==> config.mk <==
export PLATFORM = sky130hd
export DESIGN_NAME = ssx_pusher
export DESIGN_NICKNAME = d
export VERILOG_FILES = /design/src/rtl/ssx_pusher.sv
export SDC_FILE = /design/constraint.sdc
export NUM_CORES = 1
export LEC_CHECK = 0
export ABC_AREA = 1
export BUFFER_PORTS_ARGS = -buffer_cell sky130_fd_sc_hd__buf_2
export CORE_AREA = 3 3 183 185
export DETAILED_ROUTE_END_ITERATION = 8
export DIE_AREA = 0 0 186 188
export GPL_TIMING_DRIVEN = 0
export PLACE_DENSITY_LB_ADDON = 0.05
export SYNTH_ARGS = -nofsm -noshare
export SYNTH_HDL_FRONTEND = slang
export SYNTH_SLANG_ARGS = --single-unit
export TNS_END_PERCENT = 50
==> constraint.sdc <==
create_clock -name clk -period 2.86 [get_ports clk]
set_input_delay 0.143 -clock clk [delete_from_list [all_inputs] [get_ports clk]]
set_output_delay 0.143 -clock clk [all_outputs]
set_load 0.02 [all_outputs]
==> src/rtl/ssx_pusher.sv <==
module ssx_pusher #(
  parameter int DW    = 64,
  parameter int NLVL  = 4,
  parameter int RFW   = 5,
  parameter int TOKEN = 9
) (
  input  logic                    clk,
  input  logic                    rst_n,
  input  logic                    start,
  input  logic [RFW-1:0]          reg_field,
  input  logic                    stk_en,
  input  logic [$clog2(NLVL)-1:0] cur_lvl,
  input  logic                    lock_st,
  input  logic [NLVL-1:0]         lock_en,
  input  logic [DW-1:0]           link_val,
  input  logic [DW-1:0]           sts_val,
  input  logic [DW-1:0]           ret_val,
  input  logic [DW-1:0]           sp_in,
  output logic                    wr_valid,
  input  logic                    wr_ready,
  output logic [DW-1:0]           wr_addr,
  output logic [DW-1:0]           wr_data,
  output logic                    sp_we,
  output logic [DW-1:0]           sp_out,
  output logic                    lock_clr,
  output logic                    done,
  output logic                    trap,
  output logic                    undef,
  output logic                    align_fault
);
  localparam int LW     = $clog2(NLVL);
  localparam int ABYTES = DW / 8;
  localparam int ALO    = $clog2(ABYTES);
  localparam int NREC   = 4;
  localparam int IW     = $clog2(NREC);

  typedef enum logic [1:0] {S_IDLE, S_CHK, S_WR} st_t;
  st_t st;

  logic [RFW-1:0]  field_q;
  logic            en_q, lock_q;
  logic [LW-1:0]   lvl_q;
  logic [NLVL-1:0] lken_q;
  logic [DW-1:0]   link_q, sts_q, ret_q, sp_q;
  logic [IW-1:0]   idx;
  logic            done_q, trap_q, undef_q, algn_q, fin_q;

  wire lock_hit = !lock_q && lken_q[lvl_q];
  wire bad_enc  = field_q != {RFW{1'b1}};
  wire misal    = |sp_q[ALO-1:0];
  wire accept   = wr_valid && wr_ready;
  wire last     = idx == IW'(NREC - 1);

  assign wr_valid    = st == S_WR;
  assign wr_addr     = sp_q - DW'((32'(idx) + 1) * ABYTES);
  assign sp_out      = sp_q - DW'(NREC * ABYTES);
  assign sp_we       = fin_q;
  assign lock_clr    = fin_q;
  assign done        = done_q;
  assign trap        = trap_q;
  assign undef       = undef_q;
  assign align_fault = algn_q;

  always_comb begin
    case (idx)
      2'd0:    wr_data = link_q;
      2'd1:    wr_data = sts_q;
      2'd2:    wr_data = ret_q;
      default: wr_data = DW'(TOKEN);
    endcase
  end

  always_ff @(posedge clk) begin
    if (!rst_n) begin
      st <= S_IDLE;
      idx <= '0;
      {done_q, trap_q, undef_q, algn_q, fin_q} <= '0;
      field_q <= '0; en_q <= 1'b0; lock_q <= 1'b0; lvl_q <= '0; lken_q <= '0;
      link_q <= '0; sts_q <= '0; ret_q <= '0; sp_q <= '0;
    end else begin
      {done_q, trap_q, undef_q, algn_q, fin_q} <= '0;
      case (st)
        S_IDLE: if (start) begin
          field_q <= reg_field; en_q <= stk_en; lock_q <= lock_st;
          lvl_q <= cur_lvl; lken_q <= lock_en;
          link_q <= link_val; sts_q <= sts_val; ret_q <= ret_val; sp_q <= sp_in;
          idx <= '0;
          st  <= S_CHK;
        end
        S_CHK: begin
          st <= S_IDLE;
          if (lock_hit)     trap_q  <= 1'b1;
          else if (bad_enc) undef_q <= 1'b1;
          else if (!en_q)   done_q  <= 1'b1;
          else if (misal)   algn_q  <= 1'b1;
          else              st      <= S_WR;
        end
        S_WR: if (accept) begin
          if (last) begin
            st <= S_IDLE;
            done_q <= 1'b1;
            fin_q  <= 1'b1;
          end else begin
            idx <= idx + 1'b1;
          end
        end
        default: st <= S_IDLE;
      endcase
    end
  end
endmodule

==> flow_summary.toml <==
[yosys]
yosysTopAreaCell = "dfxtp_1"
synth_nets = 2556
yosys_warnings = 0
ys_types = 26
ys_ff_latch = 278
syn_area_um2 = 14400
yosysTopAreaCellShare_pct = 38.7
synth-seq-area-share_pct = 38.7
synth_top_cells_by_area = "dfxtp_1 (39%), nor2_1 (15%), nand2_1 (14%), o21ai_0 (9.7%), nand3_1 (4.4%)"
syn_area_per_cell_um2 = 6.33
postSynthCellCount = 2271

[clock_tree]
numCtsBuffers = 31
root_buffer = "clkbuf_16"
clock_sinks = 278
clock_latency_ns = 0.58
cts_tree = "yes"
htreeDepth = 1
path_clk_slew_ns = 0.06
cts.path.max_buffers = 3

[sta]
post-route-period-util_pct = 103
hold_violations = 0
fin_worst_skew_ns = 0.0114
slew_headroom_pct = 36.5
setup_slack_ns = -0.0784
fmax_ghz = 0.340
drv_slew = 0
rsz0062_at_grt = "yes"
period_minus_slack_ns = 2.94
worst_pin_slew_ns = 0.953
fin_setup_tns_ns = -0.239
setup_viol = 10

[job]
max_cap_violations = 0

[route]
vias_per_cell = 5.21
drtPass1Iterations = 6
vias = 18246
postRouteAntennaNets = 0
drc = 0
finalWirelength_um = 68300
wire_per_inst_um = 19.5
drt_iter0_drc = 1352

[power_and_ir_drop]
vdd_drop_max_uv = 633
powerDensity_nw_per_um2 = 962
cellLeakagePower_nw = 10.7

[floorplanning]
die_h_um = 188
fp.dieW_um = 186
core_area_um2 = 32200
start_util_pct = 44.6
fp.dieArea_um2 = 35000
num_rows = 66
num_io_pins = 472

[min_path]
hold_depth = 3
hp-class = "in2reg"

[run_status]
violations = "setup timing"
status = "finished with violations"

[cells_and_area]
final_layout_size_suffix_gt1_share_pct = 22.5
fin_nets = 3351
mostFrequentLayoutCells = "nor2_1 (559), nand2_1 (520), buf_2 (470), o21ai_0 (277), dfxtp_1 (276)"
design_area_um2 = 21600
final_common_cell = "nor2_1"
synthToLayoutAreaGrowth_pct = 50.3

[placement]
dpl.hpwl_um = 49200
gp_congestion = 0.923
place_area_um2 = 17200
io_buffer_count = 470

[setup_path]
crit_required_ns = 2.72
cp-end-kind = "primary output"
arrival_ns = 2.80
worstRegToRegCells = 7
path_max_fanout = 5
crit_type = "reg2out"
critPathLaunchType = "flip-flop"

[grt]
overflow = 0
grt_max_degree = 17
grt_use_total_pct = 37.3
grt_antenna_before_repair = 4
first_global_vias = 17532
grt_pass1_wl_um = 99200
==> critical path, cell delays in order, from the launching register on <==
cell and delay [ns]:
dfxtp_4 0.38, inv_6 0.05, ha_4 0.29, inv_4 0.04
fa_2 0.38, nand2_4 0.09, nand2_4 0.07, nor2_4 0.18
nand2_4 0.12, nor2_4 0.20, xor2_2 0.26, buf_6 0.16
==> worst paths after layout <==
| path | from | to | slack, ns |
|---|---|---|---|
| setup / recovery | idx[0]$_SDFFE_PN0P_ | wr_addr[27] | -0.08 |
| hold / removal | rst_n | sp_q[6]$_SDFFE_PN0P_ | 0.02 |
| setup reg to reg | st[0]$_SDFFE_PN0P_ | link_q[3]$_SDFFE_PN0P_ | 0.27 |
| hold reg to reg | lock_q$_SDFFE_PN0P_ | lock_q$_SDFFE_PN0P_ | 0.45 |
==> cells by family after synthesis <==
group / after synthesis / synth area share, %
xor+xnor: 58 / 3.53
compound gates: 342 / 11.9
flops: 278 / 38.7
buf+inv: 291 / 8.01
simple gates: 1290 / 36.7
fa+ha+maj: 12 / 1.10
==> Yosys cell counts <==
| cell type | count |
|---|---|
| nor2_4 | 19 |
| nand3_1 | 127 |
| or2_2 | 1 |
| nand3_2 | 1 |
| a21oi_1 | 62 |
| nor2_2 | 21 |
| nor2_1 | 565 |
| buf_2 | 21 |
| buf_1 | 10 |
| o211ai_1 | 1 |
| nand2_2 | 13 |
| fa_1 | 1 |
| inv_1 | 163 |
| nand3b_1 | 1 |
| buf_4 | 9 |
| nand2_4 | 3 |
| dfxtp_1 | 278 |
| nor2_8 | 1 |
| nand2_1 | 537 |
| xor2_1 | 57 |
| inv_2 | 4 |
| ha_1 | 11 |
| nor3_1 | 1 |
| clkbuf_1 | 84 |
| o21ai_0 | 279 |
| xnor2_1 | 1 |
==> power breakdown <==
part | switching [mW] | total (mW) | internal [mW]
Combinational | 7.39 | 10.9 | 3.48
Clock | 1.70 | 4.14 | 2.44
Sequential | 0.861 | 5.79 | 4.93
Total | 9.95 | 20.8 | 10.8
==> through the flow <==
step | utilization, % | worst slack, ns | cells | power (mW) | hold WS [ns]
after detailed placement | 53.5 | -0.635 | 3149 | 15.5 | 0.399
after CTS | 66.4 | -0.0814 | 3484 | 20.4 | 0.00915
after global routing | 67.1 | -0.151 | 3499 | 22.0 | 0.0495
after floorplan | - | 0.397 | 2271 | 11.9 | 0.305
after global placement | 53.5 | -0.622 | 3149 | 15.4 | 0.395
final | 67.1 | -0.0784 | 3499 | 20.8 | 0.0203
==> flip-flops by register name, indices dropped and copies added (netlist names), 2 cells and up <==
name	count
st	2
sts_q	64
sp_q	64
field_q	5
link_q	64
lken_q	4
lvl_q	2
idx	2
ret_q	64
==> metal layers <==
metal | part of all wire, % | GRT usage [%]
met1 | 38 | 43.8
met2 | 47 | 62.9
met3 | 7.8 | 5.97
met4 | 7.7 | 23.4
met5 | 0 | 0
==> area by class of cell <==
cell class	instances	area (µm²)
fill	2901	10600
antenna	4	10.0
inverter	167	647
multi-input combinational	1702	7910
clock buffer	46	902
clock inverter	8	130
sequential	278	5570
tap	408	510
buffer	121	543
timing repair buffer	765	5390
==> what timing repair did <==
| action | 4_1_cts | 5_1_grt |
|---|---|---|
| setup buffers | 10 | 14 |
| endpoints found under the setup margin | 120 | 84 |
| resized for setup | 89 | 52 |
| pin swaps | 15 | 14 |
| hold buffers | 271 | 0 |
| endpoints found under the hold margin | 265 | 0 |
Power figures use the tool's default switching activity.
